==> src/rtl/dram_ref_pkg.sv <==
package dram_ref_pkg;

  typedef enum logic [2:0] {
    SCH_WAIT,
    SCH_INIT,
    SCH_IDLE,
    SCH_HOST,
    SCH_REF
  } sch_state_e;

  typedef enum logic [2:0] {
    CBR_IDLE,
    CBR_PRE,
    CBR_CSR,
    CBR_ACT,
    CBR_REC
  } cbr_phase_e;

  // ns to clock cycles, rounded up, never below one
  function automatic int ns_to_cyc(input int ns, input int clk_ps);
    int c;
    c = (ns * 1000 + clk_ps - 1) / clk_ps;
    return (c < 1) ? 1 : c;
  endfunction

  function automatic int max2(input int a, input int b);
    return (a > b) ? a : b;
  endfunction

endpackage

==> src/rtl/ref_timebase.sv <==
module ref_timebase #(
  parameter int N_START = 40000,
  parameter int N_REFI  = 3125
) (
  input  logic clk_i,
  input  logic rst_ni,
  input  logic en_i,
  output logic start_done_o,
  output logic tick_o
);
  localparam int SW = $clog2(N_START + 1);
  localparam int RW = (N_REFI > 1) ? $clog2(N_REFI) : 1;

  logic [SW-1:0] st_cnt_q;
  logic [RW-1:0] refi_q;
  logic          refi_wrap;

  assign start_done_o = (st_cnt_q == SW'(N_START));
  assign refi_wrap    = (refi_q == RW'(N_REFI - 1));
  assign tick_o       = en_i && refi_wrap;

  always_ff @(posedge clk_i or negedge rst_ni) begin
    if (!rst_ni) st_cnt_q <= '0;
    else if (!start_done_o) st_cnt_q <= st_cnt_q + 1'b1;
  end

  always_ff @(posedge clk_i or negedge rst_ni) begin
    if (!rst_ni) refi_q <= '0;
    else if (!en_i) refi_q <= '0;
    else if (refi_wrap) refi_q <= '0;
    else refi_q <= refi_q + 1'b1;
  end

  generate
    if (N_REFI > 1) begin : g_tick_chk
      AST_TICK_SPACED: assert property (@(posedge clk_i) disable iff (!rst_ni)
        tick_o |=> !tick_o) else $error("tick twice in a row");
    end
  endgenerate

  AST_NO_TICK_EARLY: assert property (@(posedge clk_i) disable iff (!rst_ni)
    tick_o |-> start_done_o) else $error("tick before start-up done");

endmodule

==> src/rtl/ref_pend_ctr.sv <==
module ref_pend_ctr #(
  parameter int PEND_MAX = 8
) (
  input  logic clk_i,
  input  logic rst_ni,
  input  logic inc_i,
  input  logic dec_i,
  output logic pend_o
);
  localparam int PW = $clog2(PEND_MAX + 1);

  logic [PW-1:0] cnt_q;
  logic          full;

  assign full   = (cnt_q == PW'(PEND_MAX));
  assign pend_o = (cnt_q != '0);

  always_ff @(posedge clk_i or negedge rst_ni) begin
    if (!rst_ni) begin
      cnt_q <= '0;
    end else begin
      unique case ({inc_i, dec_i})
        2'b10:   if (!full) cnt_q <= cnt_q + 1'b1;
        2'b01:   if (pend_o) cnt_q <= cnt_q - 1'b1;
        default: cnt_q <= cnt_q;
      endcase
    end
  end

  AST_NO_OVERFLOW: assert property (@(posedge clk_i) disable iff (!rst_ni)
    (full && inc_i && !dec_i) |=> full) else $error("pending count wrapped");
  AST_NO_UNDERFLOW: assert property (@(posedge clk_i) disable iff (!rst_ni)
    dec_i |-> pend_o) else $error("refresh retired with none pending");

endmodule

==> src/rtl/cbr_seq.sv <==
module cbr_seq
  import dram_ref_pkg::*;
#(
  parameter int N_PRE = 8,
  parameter int N_CSR = 2,
  parameter int N_ACT = 12,
  parameter int N_REC = 8,
  parameter int CW    = 4
) (
  input  logic clk_i,
  input  logic rst_ni,
  input  logic start_i,
  output logic busy_o,
  output logic done_o,
  output logic ras_no,
  output logic cas_no
);
  cbr_phase_e    phase_q, phase_d;
  logic [CW-1:0] cnt_q, cnt_d;
  logic          last;

  assign last = (cnt_q == '0);

  always_comb begin
    phase_d = phase_q;
    cnt_d   = last ? cnt_q : cnt_q - 1'b1;
    done_o  = 1'b0;
    unique case (phase_q)
      CBR_IDLE: if (start_i) begin
        phase_d = CBR_PRE;
        cnt_d   = CW'(N_PRE - 1);
      end
      CBR_PRE: if (last) begin
        phase_d = CBR_CSR;
        cnt_d   = CW'(N_CSR - 1);
      end
      CBR_CSR: if (last) begin
        phase_d = CBR_ACT;
        cnt_d   = CW'(N_ACT - 1);
      end
      CBR_ACT: if (last) begin
        phase_d = CBR_REC;
        cnt_d   = CW'(N_REC - 1);
      end
      CBR_REC: if (last) begin
        phase_d = CBR_IDLE;
        done_o  = 1'b1;
      end
      default: phase_d = CBR_IDLE;
    endcase
  end

  always_ff @(posedge clk_i or negedge rst_ni) begin
    if (!rst_ni) begin
      phase_q <= CBR_IDLE;
      cnt_q   <= '0;
    end else begin
      phase_q <= phase_d;
      cnt_q   <= cnt_d;
    end
  end

  assign busy_o = (phase_q != CBR_IDLE);
  assign ras_no = (phase_q != CBR_ACT);
  assign cas_no = !((phase_q == CBR_CSR) || (phase_q == CBR_ACT));

  AST_CAS_LEADS_RAS: assert property (@(posedge clk_i) disable iff (!rst_ni)
    $fell(ras_no) |-> (!cas_no && $past(!cas_no))) else $error("RAS fell without CAS setup");
  AST_CAS_UNDER_RAS: assert property (@(posedge clk_i) disable iff (!rst_ni)
    !ras_no |-> !cas_no) else $error("CAS rose while RAS low");
  AST_START_WHEN_IDLE: assert property (@(posedge clk_i) disable iff (!rst_ni)
    start_i |-> !busy_o) else $error("start while busy");

endmodule

==> src/rtl/dram_refresh_sched.sv <==
module dram_refresh_sched
  import dram_ref_pkg::*;
#(
  parameter int CLK_PERIOD_PS = 5000,
  parameter int T_STARTUP_NS  = 200000,
  parameter int T_REFI_NS     = 15625,
  parameter int INIT_CYCLES   = 8,
  parameter int PEND_MAX      = 8,
  parameter int T_RP_NS       = 40,
  parameter int T_RAS_NS      = 60,
  parameter int T_CSR_NS      = 10,
  parameter int T_CHR_NS      = 20,
  parameter int T_WRP_NS      = 10
) (
  input  logic clk_i,
  input  logic rst_ni,
  input  logic host_req_i,
  output logic host_gnt_o,
  output logic ref_req_o,
  output logic ready_o,
  output logic bus_own_o,
  output logic ras_no,
  output logic cas_no,
  output logic we_no
);
  localparam int N_START = ns_to_cyc(T_STARTUP_NS, CLK_PERIOD_PS);
  localparam int N_REFI  = ns_to_cyc(T_REFI_NS, CLK_PERIOD_PS);
  localparam int N_RP    = ns_to_cyc(T_RP_NS, CLK_PERIOD_PS);
  localparam int N_RAS   = ns_to_cyc(T_RAS_NS, CLK_PERIOD_PS);
  localparam int N_CSR   = ns_to_cyc(T_CSR_NS, CLK_PERIOD_PS);
  localparam int N_CHR   = ns_to_cyc(T_CHR_NS, CLK_PERIOD_PS);
  localparam int N_WRP   = ns_to_cyc(T_WRP_NS, CLK_PERIOD_PS);
  // WE is already high, so its setup folds into the precharge phase
  localparam int N_PRE   = max2(N_RP, N_WRP);
  localparam int N_ACT   = max2(N_RAS, N_CHR);
  localparam int N_REC   = N_RP;
  localparam int N_MAXPH = max2(max2(N_PRE, N_CSR), max2(N_ACT, N_REC));
  localparam int CW      = $clog2(N_MAXPH + 1);
  localparam int IW      = $clog2(INIT_CYCLES + 1);

  sch_state_e    state_q, state_d;
  logic [IW-1:0] init_q, init_d;
  logic          start_done, tick, pend;
  logic          seq_start, seq_busy, seq_done, pend_dec;

  ref_timebase #(
    .N_START(N_START),
    .N_REFI (N_REFI)
  ) u_timebase (
    .clk_i       (clk_i),
    .rst_ni      (rst_ni),
    .en_i        (ready_o),
    .start_done_o(start_done),
    .tick_o      (tick)
  );

  ref_pend_ctr #(
    .PEND_MAX(PEND_MAX)
  ) u_pend (
    .clk_i (clk_i),
    .rst_ni(rst_ni),
    .inc_i (tick),
    .dec_i (pend_dec),
    .pend_o(pend)
  );

  cbr_seq #(
    .N_PRE(N_PRE),
    .N_CSR(N_CSR),
    .N_ACT(N_ACT),
    .N_REC(N_REC),
    .CW   (CW)
  ) u_seq (
    .clk_i  (clk_i),
    .rst_ni (rst_ni),
    .start_i(seq_start),
    .busy_o (seq_busy),
    .done_o (seq_done),
    .ras_no (ras_no),
    .cas_no (cas_no)
  );

  always_comb begin
    state_d   = state_q;
    init_d    = init_q;
    seq_start = 1'b0;
    unique case (state_q)
      SCH_WAIT: if (start_done) state_d = SCH_INIT;
      SCH_INIT: begin
        seq_start = !seq_busy;
        if (seq_done) begin
          init_d = init_q + 1'b1;
          if (init_q == IW'(INIT_CYCLES - 1)) state_d = SCH_IDLE;
        end
      end
      SCH_IDLE: begin
        // refresh wins a free bus
        if (pend) begin
          seq_start = 1'b1;
          state_d   = SCH_REF;
        end else if (host_req_i) begin
          state_d = SCH_HOST;
        end
      end
      SCH_HOST: if (!host_req_i) state_d = SCH_IDLE;
      SCH_REF:  if (seq_done) state_d = SCH_IDLE;
      default:  state_d = SCH_WAIT;
    endcase
  end

  always_ff @(posedge clk_i or negedge rst_ni) begin
    if (!rst_ni) begin
      state_q <= SCH_WAIT;
      init_q  <= '0;
    end else begin
      state_q <= state_d;
      init_q  <= init_d;
    end
  end

  assign pend_dec   = seq_done && (state_q == SCH_REF);
  assign ready_o    = (state_q == SCH_IDLE) || (state_q == SCH_HOST) || (state_q == SCH_REF);
  assign host_gnt_o = (state_q == SCH_HOST);
  assign bus_own_o  = seq_busy;
  assign ref_req_o  = pend;
  assign we_no      = 1'b1;

  AST_READY_STICKY: assert property (@(posedge clk_i) disable iff (!rst_ni)
    ready_o |=> ready_o) else $error("ready dropped");
  AST_GNT_NOT_OWNED: assert property (@(posedge clk_i) disable iff (!rst_ni)
    host_gnt_o |-> (!bus_own_o && ras_no && cas_no)) else $error("grant while strobes owned");
  AST_GNT_AFTER_READY: assert property (@(posedge clk_i) disable iff (!rst_ni)
    host_gnt_o |-> ready_o) else $error("grant before ready");
  AST_GNT_HELD: assert property (@(posedge clk_i) disable iff (!rst_ni)
    (host_gnt_o && host_req_i) |=> host_gnt_o) else $error("grant revoked");
  AST_GNT_RELEASE: assert property (@(posedge clk_i) disable iff (!rst_ni)
    (host_gnt_o && !host_req_i) |=> !host_gnt_o) else $error("grant kept after release");
  AST_REF_TAKES_BUS: assert property (@(posedge clk_i) disable iff (!rst_ni)
    (ready_o && !host_gnt_o && !bus_own_o && ref_req_o) |=> bus_own_o) else $error("pending refresh not started");

endmodule

==> config.mk <==
export PLATFORM = sky130hd
export DESIGN_NAME = dram_refresh_sched
export DESIGN_NICKNAME = d
export VERILOG_FILES = /design/src/rtl/dram_ref_pkg.sv /design/src/rtl/ref_timebase.sv /design/src/rtl/ref_pend_ctr.sv /design/src/rtl/cbr_seq.sv /design/src/rtl/dram_refresh_sched.sv
export SDC_FILE = /design/constraint.sdc
export NUM_CORES = 1
export LEC_CHECK = 0
export BUFFER_PORTS_ARGS = -buffer_cell sky130_fd_sc_hd__buf_2
export CORE_MARGIN = 2
export CORE_UTILIZATION = 45
export CTS_CLUSTER_DIAMETER = 50
export CTS_CLUSTER_SIZE = 28
export DETAILED_ROUTE_END_ITERATION = 8
export PLACE_DENSITY = 0.69
export SYNTH_ARGS = -nofsm -noshare
export SYNTH_HDL_FRONTEND = slang
export SYNTH_SLANG_ARGS = --single-unit
==> constraint.sdc <==
create_clock -name clk_i -period 2.5 [get_ports clk_i]
set_input_delay 0.5 -clock clk_i [delete_from_list [all_inputs] [get_ports clk_i]]
set_output_delay 0.5 -clock clk_i [all_outputs]
set_load 0.02 [all_outputs]
---- Yosys cells after proc, flatten, opt, wreduce, memory -nomap -nowiden ----
Cells that the tools add are included.
storage, ports and cells
  register bits ........................... 46
  output and inout bits ................... 7
cells by class
  $add $sub $neg .......................... 6
  equal/unequal tests ..................... 28
  muxes and demuxes ....................... 29
  reduce and logical (&&, ||, !) cells .... 17
operators with widths
  kind                                                                   number
  3-bit 2-to-1 mux                                                       12
  3-bit one-hot mux with 5 select lines                                  2
  4-bit 2-to-1 mux                                                       7
  12-bit 2-to-1 mux                                                      2
  16-bit by 1-bit adder with 16-bit output, second input constant        1
  16-bit equality test, second input constant                            1
  2-bit != test, second input constant                                   8
  4-bit one-hot mux with 4 select lines                                  1
  12-bit by 1-bit adder with 12-bit output, second input constant        1
  12-bit equality test, second input constant                            1
  3-bit by 2-bit equality test with 1-bit output, second input constant  4
  4-bit by 1-bit adder with 4-bit output, second input constant          2
  2-bit by 1-bit != test with 1-bit output, second input constant        4
  4-bit one-hot mux with 2 select lines                                  1
  4-bit by 1-bit subtractor with 4-bit output, second input constant     2
  3-bit by 1-bit equality test with 1-bit output, second input constant  2
  3-bit equality test, second input constant                             2
  3-bit logical NOT                                                      2
  6-bit AND reduction                                                    1
  5-bit AND reduction                                                    1
  4-bit by 3-bit equality test with 1-bit output, second input constant  1
  4-bit equality test, second input constant                             1
  4-bit logical NOT                                                      1
  4-bit nonzero test                                                     1
  13 further kinds                                                       19

---- Longest topological paths before layout ----
  depth in word-level cells ............... 7
  gate-level depth with buffers ........... 10
  gate-level depth less buffers ........... 10

---- Modules after synthesis ----
From an unflattened synthesis, not the netlist that was laid out.
unflattened totals
  cell total of the unflattened synthesis .. 244
  area, all modules ....................... 2552.4 µm²
by module, submodules not included
  module              times used  cells an instance  area an instance (µm²)  sequential area each (µm²)
  ref_timebase        1           124                1378.8                  700.7
  dram_refresh_sched  1           47                 476.7                   175.2
  cbr_seq             1           49                 429.2                   175.2
  ref_pend_ctr        1           24                 267.8                   100.1

---- Least setup slack after synthesis ----
Ideal clock, no wire load.
  path kind ............................... reg2reg
  start point ............................. register u_seq.cnt_q[0]
  end point ............................... register u_pend.cnt_q[2]
  library setup time ...................... 0.079 ns
  arrival ................................. 2.202 ns
  slack ................................... 0.219 ns
  cell stages (with the launch flop) ...... 11
  buffers on the path ..................... 0
  period minus slack after synthesis ...... 2.281 ns
  cell sequence ........................... dfrtp_1 inv_1 ha_1 nor3b_4 nand4_1 nor4_2 xor2_1 ha_1 nor2_1 a22oi_2 mux2i_1
between the ends
  cells in the longest elaborated chain, start to end .. 7
  elaborated cells between the ends (all ways) .. 11
  those cells by class .................... eq/ne (4); mux (3); reduce/logical (4)
ends and longest elaborated chain
  element                                                                                       line                       text
  start, declared                                                                               cbr_seq.sv:19              logic [CW-1:0] cnt_q, cnt_d;
  start signal, assigned                                                                        cbr_seq.sv:59              cnt_q <= cnt_d;
  4-bit logical NOT *                                                                           cbr_seq.sv:22              assign last = (cnt_q == '0);
  1-bit 2-to-1 mux *                                                                            cbr_seq.sv:45              CBR_REC: if (last) begin
  1-bit 2-to-1 mux *                                                                            cbr_seq.sv:28              unique case (phase_q)
  1-bit logical AND *                                                                           dram_refresh_sched.sv:121  assign pend_dec = seq_done && (state_q == SCH_REF);
  2-bit equality test / 2-bit by 1-bit equality test with 1-bit output (equally long branches)  ref_pend_ctr.sv:22         unique case ({inc_i, dec_i})
  2-bit != test (no source line) / 2-bit nonzero test (equally long branches)                   --
  3-bit AND reduction (no source line)                                                          --
  end signal, assigned                                                                          ref_pend_ctr.sv:23         2'b10: if (!full) cnt_q <= cnt_q + 1'b1;
  end signal, assigned                                                                          ref_pend_ctr.sv:24         2'b01: if (pend_o) cnt_q <= cnt_q - 1'b1;
  end signal, assigned                                                                          ref_pend_ctr.sv:25         default: cnt_q <= cnt_q;
  end, declared                                                                                 ref_pend_ctr.sv:12         logic [PW-1:0] cnt_q;
Mark *: on every way between the ends. The rest lies on a longest branch, timed or not.
A chain may end at the register's enable or synchronous reset.

---- Worst setup path after layout ----
Ends and elaborated chain as after synthesis.

==> results.json <==
{
  "synthArstFlopShare_pct": 100,
  "drt_iter0_markers": 89,
  "fin_skew_ps": 2.96,
  "finalMaxSlewViolations": 0,
  "ff2ff_setup_slack_ps": 200,
  "p_sw_uw": 250,
  "synth_most_common_cell": "dfrtp_1",
  "yosysSeqAreaShare_pct": 46.2,
  "arrival_ps": 2520,
  "p_clk_share_pct": 42.1,
  "grt_pass1_vias": 1722,
  "yosysTopAreaCellShare_pct": 46.2,
  "swShare_pct": 19.0,
  "fin_util_pct": 50.1,
  "worst_pin_slew_ps": 582,
  "syn_area_per_cell_sq_um": 10.0,
  "syn_inst": 249,
  "cap_violations": 0,
  "dpl_cell_area_sq_mm": 0.00259,
  "end_kind": "flip-flop",
  "ant_nets": 0,
  "grt_max_degree": 47,
  "finalHoldViolations": 0,
  "clk_pin_slew_worst_paths_ps": 80,
  "synth_area_leaders": "dfrtp_1 46%, xnor2_1 5.3%, xor2_1 5.3%, nor2_1 4.4%, ha_1 4.0%",
  "initial_core_util_pct": 45.8,
  "synth-seq-cells": 46,
  "cts_tree": "done",
  "r2r_start": "u_seq.cnt_q[0]",
  "finalSetupViolations": 0,
  "design_area_sq_mm": 0.00273,
  "critical_path.most_common_cell": "ha_1",
  "viasPerCell": 5.21,
  "slew_headroom_pct": 61.2,
  "die_w_um": 78.4,
  "syn_to_final_growth_pct": 9.34,
  "hpwl_mm": 2.99,
  "yosys_warnings": 0,
  "status": "finished clean",
  "post-route-min-period_ps": 2300,
  "place.gp.congestion": 0.881,
  "n_antenna_cell": 0,
  "yosys.area.top_type": "dfrtp_1",
  "critPathMaxStageDelay_ps": 400,
  "p_per_area_mw_per_mm2": 483,
  "via_count": 1747,
  "ioPinCount": 10,
  "numCtsBuffers": 5,
  "rows": 27,
  "seqPwrFrac_pct": 56.5,
  "synth_commonest_cells": "46 x dfrtp_1, 29 x nor2_1, 22 x nand2_1",
  "finalPower_uw": 1320,
  "drc": 0,
  "hold_class": "in -> async",
  "route.detailed.wl_per_inst_um": 12.4,
  "r2r-end": "u_pend.cnt_q[2]",
  "cp_slowest_cell": "dfrtp_1",
  "htreeDepth": 2,
  "syn_area_sq_mm": 0.00249,
  "busiest_layer": "met2",
  "design.die.area_sq_mm": 0.00615,
  "clockBufferDepth": 2,
  "antenna_found_initial": 0,
  "p_int_uw": 1070,
  "fin_nets": 274,
  "criticalPathCategory": "reg -> reg",
  "root_buffer": "clkbuf_8",
  "required_ps": 2720,
  "worst_r2r_path_depth": 10,
  "timing.fmax_ghz": 0.435,
  "synth.distinct_cells": 56,
  "grtUsageMet1_pct": 20.6,
  "synth_edf_count": 0,
  "crit_path_max_fanout": 6,
  "ys.flop_type": "dfrtp_1",
  "power_leakage_uw": 0.00128,
  "period_share_pct": 91.9,
  "clock_latency_ps": 290,
  "combPwrFrac_pct": 1.4,
  "first_pass_iters": 4,
  "core_sq_mm": 0.00544,
  "synth_nets": 260,
  "die_y_um": 78.4,
  "clkSinkCount": 46,
  "grt_overflow": 0,
  "io_buffers": 8,
  "grt_pass1_wl_mm": 7.61,
  "cp_cell_sequence": "inv_1, ha_1, nor3b_4, nand4_1, nor4_4, xor2_1, ha_1, nor2_1, a22oi_2, mux2i_1",
  "use_met2_pct": 24.6,
  "cts_hold_buf": 0,
  "vdd_drop_max_v": 0.000289,
  "met3_usage_pct": 3.45,
  "drive_gt1_share_pct": 11.8,
  "critPathLaunchType": "flip-flop",
  "grtUsageTotal_pct": 15.3,
  "wirelength_mm": 4.16
}
-- placed cells by master, fill, tap and decap left out, drive strengths merged, types with 8 or more instances in the layout --
cell type / n
dfrtp: 46
nor2: 29
nand2: 22
inv: 16
xor2: 15
xnor2: 15
buf: 13
nand3: 11
ha: 8
-- sequential cells by signal, indices dropped and copies added (netlist names) --
signal               cells
init_q                   4
state_q                  3
u_pend.cnt_q             4
u_seq.cnt_q              4
u_seq.phase_q            3
u_timebase.refi_q       12
u_timebase.st_cnt_q     16
-- worst max-delay path, delay by kind of cell, from the launching register on --
| family | cells | cell delay [ps] |
|---|---|---|
| simple gates | 4 | 870 |
| compound gates | 1 | 140 |
| flops | 1 | 400 |
| xor+xnor | 1 | 180 |
| buf+inv | 1 | 60 |
| mux | 1 | 190 |
| fa+ha+maj | 2 | 370 |
-- cells by family (layout without fill, tap and decap cells) --
| kind of cell | after synthesis | count (layout) | synth area share, % |
|---|---|---|---|
| other cells | 1 | 1 | 0.150 |
| buf+inv | 22 | 36 | 4.67 |
| mux | 2 | 2 | 0.853 |
| xor+xnor | 30 | 30 | 10.5 |
| fa+ha+maj | 8 | 8 | 4.02 |
| flops | 46 | 46 | 46.2 |
| compound gates | 31 | 31 | 9.04 |
| simple gates | 109 | 109 | 24.5 |
-- power groups by stage --
stage	Combinational, uW	Sequential [uW]	Clock, uW
finish	18.0	743	554
global route	21.4	743	601
CTS	19.4	743	572
detailed placement	19.3	758	0
global placement	19.4	758	0
floorplan	2.50	758	0
-- how the worst max path moves through the flow --
stage | start | to | slack (ps) | cells after the start
6_report | u_seq.cnt_q[0] | u_pend.cnt_q[2] | 200 | 10
5_1_grt | u_seq.cnt_q[0] | u_pend.cnt_q[2] | -30 | 10
3_3_place_gp | u_seq.cnt_q[0] | u_pend.cnt_q[2] | 330 | 10
2_1_floorplan | u_seq.cnt_q[0] | u_pend.cnt_q[2] | 220 | 10
4_1_cts | u_seq.cnt_q[0] | u_pend.cnt_q[2] | 200 | 10
3_5_place_dp | u_seq.cnt_q[0] | u_pend.cnt_q[2] | 220 | 10
-- layout make-up --
type	count	area [sq um]
Clock buffer	6	82.6
Clock inverter	1	30.0
Fill cell	513	2710
Inverter	16	60.1
Multi-Input combinational cell	181	1230
Sequential cell	46	1150
Tap cell	72	90.1
Timing Repair Buffer	13	77.6
-- what timing repair did --
item | in CTS | in global routing
setup endpoints to repair | 0 | 1
buffers inserted | 0 | 2
resized for setup | 0 | 1
-- metrics by stage --
stage / setup TNS, ps / hold slack [ps] / instances / setup WS, ps
global placement: 0 / 456 / 326 / 326
detailed placement: 0 / 455 / 326 / 222
finish: 0 / 292 / 335 / 204
global route: -33.6 / 341 / 335 / -33.6
floorplan: 0 / 204 / 249 / 219
CTS: 0 / 308 / 333 / 200
-- routing by layer --
layer / vias to the layer above / share of wire (%)
met1: 835 / 50
li1: 882 / -
met5: - / 0
met3: 6 / 2.7
met2: 24 / 46
met4: 0 / 1.4
Note: power is estimated with default switching activity, not from simulation.
